**src/rtl/clkdiv_pkg.sv**
```systemverilog
package clkdiv_pkg;

    typedef enum logic {
        SRC_MAIN = 1'b0,
        SRC_AUX  = 1'b1
    } src_sel_e;

endpackage

```
**src/rtl/clkdiv_shadow.sv**
```systemverilog
module clkdiv_shadow #(
    parameter int NUM_DIV = 7,
    parameter int RATIO_W = 3
) (
    input  logic                       clk,
    input  logic                       rst_n,
    input  logic                       upd_i,
    input  logic [NUM_DIV-1:0]         wr_en_i,
    input  logic [NUM_DIV*RATIO_W-1:0] wr_ratio_i,
    input  logic                       src_wr_en_i,
    input  logic                       src_wr_val_i,
    output logic [NUM_DIV*RATIO_W-1:0] shadow_o,
    output logic                       src_shadow_o,
    output logic                       commit_o
);
    import clkdiv_pkg::*;

    localparam int BUS_W = NUM_DIV * RATIO_W;

    typedef struct packed {
        logic [BUS_W-1:0] fields;
        src_sel_e         src;
        logic             upd_prev;
    } shd_t;

    shd_t shd_d, shd_q;

    always_comb begin
        shd_d          = shd_q;
        shd_d.upd_prev = upd_i;
        if (!upd_i) begin
            for (int i = 0; i < NUM_DIV; i++) begin
                if (wr_en_i[i]) begin
                    shd_d.fields[i*RATIO_W +: RATIO_W] = wr_ratio_i[i*RATIO_W +: RATIO_W];
                end
            end
            if (src_wr_en_i) begin
                shd_d.src = src_sel_e'(src_wr_val_i);
            end
        end
    end

    always_ff @(posedge clk or negedge rst_n) begin
        if (!rst_n) begin
            shd_q <= '{fields: '0, src: SRC_MAIN, upd_prev: 1'b0};
        end else begin
            shd_q <= shd_d;
        end
    end

    assign commit_o     = upd_i && !shd_q.upd_prev;
    assign shadow_o     = shd_q.fields;
    assign src_shadow_o = shd_q.src;

    // shadow state frozen while the flag is high
    a_r4_frozen_when_flagged: assert property (
        @(posedge clk) disable iff (!rst_n)
        upd_i |=> $stable(shd_q.fields) && $stable(shd_q.src));

    // a held flag never commits twice in a row
    a_r6_single_commit: assert property (
        @(posedge clk) disable iff (!rst_n)
        commit_o |=> !commit_o);

endmodule

```
**src/rtl/clkdiv_chan.sv**
```systemverilog
module clkdiv_chan #(
    parameter int RATIO_W = 3
) (
    input  logic               clk,
    input  logic               rst_n,
    input  logic               tick_i,
    input  logic               commit_i,
    input  logic [RATIO_W-1:0] new_ratio_i,
    output logic               ce_o
);
    typedef struct packed {
        logic [RATIO_W-1:0] cnt;
        logic [RATIO_W-1:0] act;
        logic               pend_v;
        logic [RATIO_W-1:0] pend_r;
        logic               ce;
    } div_t;

    div_t div_d, div_q;
    logic at_end;

    assign at_end = (div_q.cnt == div_q.act);

    always_comb begin
        div_d    = div_q;
        div_d.ce = tick_i && at_end;
        if (tick_i) begin
            if (at_end) begin
                div_d.cnt = '0;
                if (div_q.pend_v) begin
                    div_d.act    = div_q.pend_r;
                    div_d.pend_v = 1'b0;
                end
            end else begin
                div_d.cnt = div_q.cnt + 1'b1;
            end
        end
        if (commit_i) begin
            div_d.pend_v = 1'b1;
            div_d.pend_r = new_ratio_i;
        end
    end

    always_ff @(posedge clk or negedge rst_n) begin
        if (!rst_n) begin
            div_q <= '0;
        end else begin
            div_q <= div_d;
        end
    end

    assign ce_o = div_q.ce;

    // the count never passes the active terminal value
    a_r2_cnt_bounded: assert property (
        @(posedge clk) disable iff (!rst_n)
        div_q.cnt <= div_q.act);

    // the active ratio changes only at a terminal count
    a_r7_load_at_terminal: assert property (
        @(posedge clk) disable iff (!rst_n)
        !(tick_i && at_end) |=> $stable(div_q.act));

    // a pulse always follows a tick
    a_r8_pulse_needs_tick: assert property (
        @(posedge clk) disable iff (!rst_n)
        div_q.ce |-> $past(tick_i));

    // a commit always leaves a ratio armed
    a_r6_commit_arms: assert property (
        @(posedge clk) disable iff (!rst_n)
        commit_i |=> div_q.pend_v);

endmodule

```
**src/rtl/clkdiv_bank.sv**
```systemverilog
module clkdiv_bank #(
    parameter int NUM_DIV = 7,
    parameter int RATIO_W = 3
) (
    input  logic                       clk,
    input  logic                       rst_n,
    input  logic                       main_tick,
    input  logic                       aux_tick,
    input  logic                       upd_flag,
    input  logic [NUM_DIV-1:0]         wr_en,
    input  logic [NUM_DIV*RATIO_W-1:0] wr_ratio,
    input  logic                       src_wr_en,
    input  logic                       src_wr_val,
    output logic [NUM_DIV-1:0]         div_ce,
    output logic [NUM_DIV*RATIO_W-1:0] shadow_ratio,
    output logic                       src_active
);
    import clkdiv_pkg::*;

    localparam int BUS_W = NUM_DIV * RATIO_W;

    typedef struct packed {
        src_sel_e src;
    } top_t;

    top_t top_d, top_q;

    logic [BUS_W-1:0] shadow_w;
    logic             src_shadow_w;
    logic             commit_w;
    logic             tick_w;

    clkdiv_shadow #(
        .NUM_DIV (NUM_DIV),
        .RATIO_W (RATIO_W)
    ) u_shadow (
        .clk          (clk),
        .rst_n        (rst_n),
        .upd_i        (upd_flag),
        .wr_en_i      (wr_en),
        .wr_ratio_i   (wr_ratio),
        .src_wr_en_i  (src_wr_en),
        .src_wr_val_i (src_wr_val),
        .shadow_o     (shadow_w),
        .src_shadow_o (src_shadow_w),
        .commit_o     (commit_w)
    );

    always_comb begin
        top_d = top_q;
        if (commit_w) begin
            top_d.src = src_sel_e'(src_shadow_w);
        end
    end

    always_ff @(posedge clk or negedge rst_n) begin
        if (!rst_n) begin
            top_q <= '{src: SRC_MAIN};
        end else begin
            top_q <= top_d;
        end
    end

    assign tick_w = (top_q.src == SRC_AUX) ? aux_tick : main_tick;

    for (genvar g = 0; g < NUM_DIV; g++) begin : g_chan
        clkdiv_chan #(
            .RATIO_W (RATIO_W)
        ) u_chan (
            .clk         (clk),
            .rst_n       (rst_n),
            .tick_i      (tick_w),
            .commit_i    (commit_w),
            .new_ratio_i (shadow_w[g*RATIO_W +: RATIO_W]),
            .ce_o        (div_ce[g])
        );
    end

    assign shadow_ratio = shadow_w;
    assign src_active   = top_q.src;

    // the active source moves only after a commit
    a_r9_src_on_commit: assert property (
        @(posedge clk) disable iff (!rst_n)
        !commit_w |=> $stable(top_q.src));

    // shadow writes with the flag low leave the source alone
    a_r5_src_untouched: assert property (
        @(posedge clk) disable iff (!rst_n)
        (!upd_flag && src_wr_en) |=> $stable(src_active));

endmodule

```
**config.mk**
```make
export PLATFORM = sky130hd
export DESIGN_NAME = clkdiv_bank
export DESIGN_NICKNAME = d
export VERILOG_FILES = /design/src/rtl/clkdiv_pkg.sv /design/src/rtl/clkdiv_shadow.sv /design/src/rtl/clkdiv_chan.sv /design/src/rtl/clkdiv_bank.sv
export SDC_FILE = /design/constraint.sdc
export NUM_CORES = 1
export LEC_CHECK = 0
export BUFFER_PORTS_ARGS = -buffer_cell sky130_fd_sc_hd__buf_2
export CORE_AREA = 2 2 69 120
export DETAILED_ROUTE_END_ITERATION = 8
export DIE_AREA = 0 0 71 122
export PLACE_DENSITY = 0.81
export SLEW_MARGIN = 30
export SYNTH_ARGS = -nofsm -noshare
export SYNTH_HDL_FRONTEND = slang
export SYNTH_SLANG_ARGS = --single-unit
```
**constraint.sdc**
```tcl
create_clock -name clk -period 3.45 [get_ports clk]
set_input_delay 0.1725 -clock clk [delete_from_list [all_inputs] [get_ports clk]]
set_output_delay 0.1725 -clock clk [all_outputs]
set_load 0.005 [all_outputs]
```
==> results of run 1 <==
-- synthesized netlist by cell type, types with 9 or more instances --
cell type | number | share of area [%]
sky130_fd_sc_hd__dfrtp_1 | 101 | 56
sky130_fd_sc_hd__mux2_2 | 48 | 12
sky130_fd_sc_hd__buf_4 | 30 | 5.0
sky130_fd_sc_hd__xor2_1 | 21 | 4.1
sky130_fd_sc_hd__mux2_1 | 18 | 4.5
sky130_fd_sc_hd__nand2_1 | 15 | 1.3
sky130_fd_sc_hd__a21o_1 | 14 | 2.3
sky130_fd_sc_hd__nor3_1 | 14 | 1.6
sky130_fd_sc_hd__o21ai_0 | 14 | 1.6
sky130_fd_sc_hd__nor2b_1 | 9 | 1.3
-- report_power, final --
group,internal (W),total (W),leakage (nW),switching (W)
Sequential,0.00159,0.00188,1.21,0.000293
Combinational,0.000612,0.00130,1.03,0.000683
Clock,0.000690,0.00111,0.161,0.000415
Total,0.00289,0.00429,2.41,0.00139
-- what timing repair did --
item,CTS,global route
hold buffers,0,1
setup endpoints to repair,0,0
hold endpoints to repair,0,75
-- worst register-to-register path, stage by stage (launching register included) --
cell and delay [ps]:
sky130_fd_sc_hd__dfrtp_1 440, sky130_fd_sc_hd__mux2i_4 200, sky130_fd_sc_hd__buf_4 280, sky130_fd_sc_hd__nor4_4 420
sky130_fd_sc_hd__nand2_2 120, sky130_fd_sc_hd__mux2_1 330
-- area by class of cell --
class                   count  area (um2)
clock buffers              12       266.5
clock inverters             3       67.56
fillers                   574        2749
inverters                   7       26.28
multi-input cells         188        1698
flip-flops and latches    101        2527
well taps                  90       112.6
repair buffers             67       354.1
-- state kept, by name, summed over array words and instances (netlist names) --
signal                 count
g_chan.u_chan.div_q       70
u_shadow.shadow_o         21
g_chan.u_chan.ce_o         7
src_active                 1
u_shadow.shd_q             1
u_shadow.src_shadow_o      1
-- logic make-up (layout without fill, tap and decap cells) --
group	after synthesis	count (layout)	share of synthesized area, %
flip-flops	101	101	56.22
multiplexers	67	67	17.03
AND/OR/NAND/NOR	58	58	9.574
buffers and inverters	42	89	6.068
AO/OA/AOI/OAI	35	35	5.065
XOR/XNOR	21	21	4.091
adder cells (fa/ha/maj)	7	7	1.948
-- worst min path at each step --
| stage | startpoint | to | slack, ps | cells past startpoint |
|---|---|---|---|---|
| after floorplan | rst_n | g_chan[0].u_chan.ce_o | -120 | 0 |
| after global placement | rst_n | u_shadow.shadow_o[17] | 360 | 1 |
| after detailed placement | rst_n | g_chan[5].u_chan.ce_o | 370 | 1 |
| after CTS | rst_n | u_shadow.shadow_o[4] | 6 | 1 |
| after global routing | wr_ratio[2] | u_shadow.shadow_o[2] | 50 | 2 |
| final | wr_ratio[11] | u_shadow.shadow_o[11] | 50 | 2 |
-- metal layers --
metal / vias up / track usage [%]
met1: 1282 / 21.19
li1: 1204 / -
met4: 0 / 11.56
met2: 52 / 31.43
met3: 17 / 3.226
met5: - / 0
-- through the flow --
step           power [W]  utilization (%)  hold slack [ps]  std cells
2_1_floorplan   0.002947                -           -123.1        331
3_3_place_gp    0.003101            60.30            360.5        452
3_5_place_dp    0.003208            60.30            374.7        452
4_1_cts         0.004325            64.59            6.260        467
5_1_grt         0.004559            64.76            52.09        468
6_report        0.004285            64.76            52.55        468
==> parameters.txt, run 1 <==
Parameter                              Value

STA
  Post-route fraction of the period consumed by the critical path    around 55%
  Final slew viol count    0
  Setup TNS after final layout    0 ps
  Setup repair after global routing missed its margin    false
  Final critical-path required period    1909 ps
  Final Setup Violations    0
  Final hold violations    0
  Tightest Pin Transition    between 600 and 700 ps
  Maximum achievable frequency    523.9 MHz
  Final worst setup slack    approximately 1500 ps
  Post-route clock skew    8.574 ps
  Headroom to the max-slew limit    between 50% and 60%

Setup path
  Class of the most critical setup path    register to register
  Crit path from    src_active
  Largest delay share family, worst path    multiplexers
  Buffers & Inverters on Critical Path    1
  Kind of start point of the critical path    register
  Worst-case reg-to-reg path depth    5
  Arrival time at the worst endpoint    between 2000 and 2500 ps
  Critical Path, Cell by Cell    mux2i_4 -> buf_4 -> nor4_4 -> nand2_2 -> mux2_1
  Depth of the critical timing path with buffers and inverters included    5
  Required time of the critical path    3670 ps
  Endpoint of the lowest-slack register-to-register path    g_chan[0].u_chan.div_q[6]
  FF-to-FF setup slack    1540 ps
  Cell at the slowest stage of the critical path    sky130_fd_sc_hd__dfrtp_1
  Delay contributed by the slowest stage of the critical path    440 ps
  Startpoint of the most critical register-to-register path    src_active
  Maximum fanout along the worst path    35
  Last element of the critical path    g_chan[0].u_chan.div_q[6]
  Crit end category    register

Drt
  DRT iter0 DRCs    144
  First-pass DRT Iterations    4
  Wire length per cell    15.67 um
  Total routed wirelength    7.332 mm
  Detail-routed via count per cell    5.459
  Antenna Nets Post-Route    0
  Vias after detailed routing    2555
  DRC viols    0
  Wire length on met1    2.885 mm
  Detailed route wirelength on metal3    214 um
  Met2 WL post-DR    3.992 mm
  Top routing layer used    met4

Yosys
  Cell area after technology mapping    4496 um2
  Primary flip-flop cell chosen by synthesis mapping    sky130_fd_sc_hd__dfrtp_1
  Async set-or-reset flop fraction in the synthesized netlist    100.0%
  Number of enable flip-flop cells after synthesis    0
  Post-Synthesis Net Count    373
  #FFs+latches synth    101
  Number of different library cells in the post-synthesis netlist    20
  Synthesized instance count    around 330
  Sequential fraction of the synthesis area    56.22%
  Syn Area/Cell    around 14 um2
  Synth warn    0

Finish
  Final standard cell area without fillers    5052 um2
  Final-stage net count    roughly 420
  Most common library cell in the layout ignoring fill and taps    sky130_fd_sc_hd__dfrtp_1
  P&R area growth vs syn    12.39%
  Fraction of layout instances using a drive strength above 1    a little under two fifths
  Antenna diode count    0
  Highest-count cells in the layout ignoring fill and taps    101 x sky130_fd_sc_hd__dfrtp_1, 62 x sky130_fd_sc_hd__buf_2, 48 x sky130_fd_sc_hd__mux2_2, 21 x sky130_fd_sc_hd__xor2_1, 18 x sky130_fd_sc_hd__mux2_1

CTS
  CTS tree    yes
  Post-CTS Setup Repair Bufs    0
  Clock insertion delay at the later pin of the skew report    350 ps
  Longest Clk Path Bufs    2
  Post-CTS sizing    0
  CTS Root Buffer Type    sky130_fd_sc_hd__clkbuf_16
  Clock edge transition at the registers on the reported setup and hold paths    70 ps
  Number of H-tree branching levels    3
  Clock Sink Count    a little over 100
  Clock buffers created by TritonCTS    9

Die
  Die area    8662 um2
  Die height    122 um
  Count of boundary I/O pins    64
  Floorplan core area    7801 um2
  FP Rows    43
  Horizontal die dimension    71 um
  Initial Util    57.63%

Power
  Worst IR drop on VDD    0.4563 mV
  Power density relative to cell area    roughly 850 nW/um2
  Leak Pwr    approximately 2.4 nW

Global route
  Initial antenna violation count    0
  Global-route wire length before repair    between 10 and 15 mm
  Largest net degree at the start of global routing    77
  Global Route Usage Sum    between 10% and 20%
  Via count of the first global-routing pass    2644
  Total congestion overflow after global routing    0

Place
  Number of port buffers    63
  Cell area after placement    about 4700 um2
  Final weighted congestion in routability-driven placement    0.7624
  Detailed Place HPWL    5.016 mm
  Pre-CTS setup slack    1531 ps

Outcome
  Result of the run    complete, no violations

Run
  # Max-Cap Violations    0

Min path
  Worst min-delay path category    input port to register
No activity file was read; power rests on OpenSTA's default activity.
==> run 2: changes to the inputs <==
CORE_AREA = 2 2 71 123   (was 2 2 69 120)
DIE_AREA = 0 0 73 125   (was 0 0 71 122)
PLACE_DENSITY = 0.77   (was 0.81)
clock period = 1.9 ns   (was 3.45 ns; I/O delays follow)
==> run 2 against run 1 <==
  * Die area increased by 5.3%
  * Global-route usage is 0.22 points higher
  * Worst hold slack gained 53 ps
  * Sequential share of layout area is 2.3 points lower
  * Count of clock-buffer cells in the layout unchanged
  * Largest power group unchanged
==> parameters.txt, run 2 (synthesis results as in run 1) <==
Parameter                              Value

Global route
  Via count of the first global-routing pass    2920 (+10%)
  Initial antenna violation count    0 (unchanged)
  Total congestion overflow after global routing    0 (unchanged)
  Largest net degree at the start of global routing    49 (-36%)
  Global Route Usage Sum    18.65% (+0.22 points)
  Global-route wire length before repair    13.21 mm (+7.0%)

Place
  Final weighted congestion in routability-driven placement    0.7511 (-1.5%)
  Detailed Place HPWL    5.084 mm (+1.4%)
  Number of port buffers    63 (unchanged)

CTS
  CTS tree    yes
  Longest Clk Path Bufs    2 (unchanged)
  Clock insertion delay at the later pin of the skew report    340 ps (about the same)
  Clock edge transition at the registers on the reported setup and hold paths    60 ps (about the same)
  Post-CTS Setup Repair Bufs    0 (unchanged)
  Number of H-tree branching levels    3 (unchanged)
  Clock Sink Count    101 (unchanged)
  Clock buffers created by TritonCTS    9 (unchanged)
  CTS Root Buffer Type    sky130_fd_sc_hd__clkbuf_16

Setup path
  Kind of start point of the critical path    register
  Required time of the critical path    2110 ps (-1560 ps)
  Crit end category    register
  FF-to-FF setup slack    140 ps (-1400 ps)
  Worst-case reg-to-reg path depth    5 (unchanged)
  Maximum fanout along the worst path    4 (-89%)
  Arrival time at the worst endpoint    1970 ps (-160 ps)
  Class of the most critical setup path    register to register
  Startpoint of the most critical register-to-register path    src_active
  Endpoint of the lowest-slack register-to-register path    g_chan[1].u_chan.div_q[7]

Finish
  Fraction of layout instances using a drive strength above 1    36.30% (-1.8 points)
  Final Util    64.60% (-0.17 points)
  Highest-count cells in the layout ignoring fill and taps    101 x sky130_fd_sc_hd__dfrtp_1, 62 x sky130_fd_sc_hd__buf_2, 48 x sky130_fd_sc_hd__mux2_2, 23 x sky130_fd_sc_hd__dlygate4sd3_1, 21 x sky130_fd_sc_hd__xor2_1
  Max reg flops    70 (unchanged)
  Final-stage net count    442 (+6.3%)
  Register with the most flip-flops    g_chan.u_chan.div_q
  P&R area growth vs syn    17.87%
  Antenna diode count    0 (unchanged)
  Most common library cell in the layout ignoring fill and taps    sky130_fd_sc_hd__dfrtp_1

Min path
  Hold Path Stages    2 (unchanged)
  Endpoint, Worst Hold    u_shadow.shd_q[0]
  Worst min-delay path category    input port to register
  Worst Min Path Start    upd_flag

STA
  Final slew viol count    0 (unchanged)
  Final Setup Violations    0 (unchanged)
  Setup TNS after final layout    0 ps (unchanged)
  Final critical-path required period    1756 ps (-153.2 ps)
  Maximum achievable frequency    569.6 MHz (+8.7%)
  Final hold violations    0 (unchanged)
  Setup repair after global routing missed its margin    false
  Post-route fraction of the period consumed by the critical path    92.40% (+37 points)
  Tightest Pin Transition    631.3 ps (-20.99 ps)
  Headroom to the max-slew limit    57.91% (+1.4 points)
  Post-route clock skew    7.418 ps (-1.156 ps)

Drt
  Total routed wirelength    7.593 mm (+3.6%)
  First-pass DRT Iterations    4 (unchanged)
  Detail-routed via count per cell    5.360 (-1.8%)
  Wire length per cell    15.28 um (-2.5%)
  Antenna Nets Post-Route    0 (unchanged)
  Vias after detailed routing    2664 (+4.3%)
  DRC viols    0 (unchanged)
  DRT iter0 DRCs    135 (-6.3%)

Power
  Power density relative to cell area    1435 nW/um2 (+69%)
  Leak Pwr    2.514 nW (+4.4%)
  Worst IR drop on VDD    0.7232 mV (+58%)

Die
  Count of boundary I/O pins    64 (unchanged)
  Horizontal die dimension    73 um (+2.8%)
  FP Rows    44 (+2.3%)
  Die height    125 um (+2.5%)
  Die area    9125 um2 (+5.3%)
  Initial Util    54.80% (-2.8 points)
  Floorplan core area    8203 um2 (+5.1%)

Outcome
  Result of the run    complete, no violations

Run
  # Max-Cap Violations    0 (unchanged)
-- run 2: changes by cell type in the layout (fill, tap and decap cells not counted), sizes merged --
cell,delta
bufinv,-1
clkinv,+2
dlygate4sd3,+22
buf,+4
-- run 2: layer usage --
metal	track usage [%]	up-vias	routed length, um
li1	-	1261	-
met1	21.36	1332	3007
met2	32.43	54	4183
met3	3.707	17	185
met4	8.606	0	217
met5	0	-	0
-- run 2: worst max-delay path by stage --
stage                          start                   endpoint  slack, ps  depth (start not counted)
after CTS                 src_active  g_chan[1].u_chan.div_q[6]        130                          5
after detailed placement  src_active  g_chan[1].u_chan.div_q[6]        160                          5
after global placement    src_active  g_chan[5].u_chan.div_q[6]        210                          5
final                     src_active  g_chan[1].u_chan.div_q[7]        140                          5
after floorplan           src_active  g_chan[1].u_chan.div_q[8]        200                          5
after global routing      src_active  g_chan[1].u_chan.div_q[6]         50                          5
-- run 2: where the power goes --
| group | leakage [nW] | internal (W) | switching (W) |
|---|---|---|---|
| clock | 0.143 | 0.00105 | 0.000734 |
| sequential | 1.21 | 0.00289 | 0.000543 |
| combinational | 1.16 | 0.00116 | 0.00122 |
-- run 2: stage by stage --
stage | area [um2] | total power (W) | cells | hold slack (ps) | worst slack (ps)
final | 5299 | 0.007603 | 497 | 105.7 | 144.3
after global routing | 5299 | 0.008148 | 497 | 113.3 | 53.00
after CTS | 5299 | 0.007711 | 497 | 102.7 | 125.3
after detailed placement | 4775 | 0.005840 | 458 | 160.0 | 155.7
after global placement | 4775 | 0.005681 | 458 | 142.0 | 209.1
after floorplan | 4496 | 0.005350 | 331 | -200.6 | 196.1
-- run 2: layout make-up --
type	count	area, um2
clock inverters	4	47.55
repair buffers	93	638.1
multi-input cells	188	1698
inverters	7	26.28
fillers	615	2904
flip-flops and latches	101	2527
well taps	92	115.1
clock buffers	12	246.5
-- run 2: critical path: stages, from the launching register on --
cell,delay (ps)
sky130_fd_sc_hd__dfrtp_1,440
sky130_fd_sc_hd__mux2i_4,220
sky130_fd_sc_hd__buf_4,180
sky130_fd_sc_hd__nor4_4,340
sky130_fd_sc_hd__nand2_2,130
sky130_fd_sc_hd__mux2_1,320
-- run 2: timing repair --
item / CTS / global route
resized for setup: 0 / 0
hold endpoints to repair: 68 / 0
hold buffers: 23 / 0
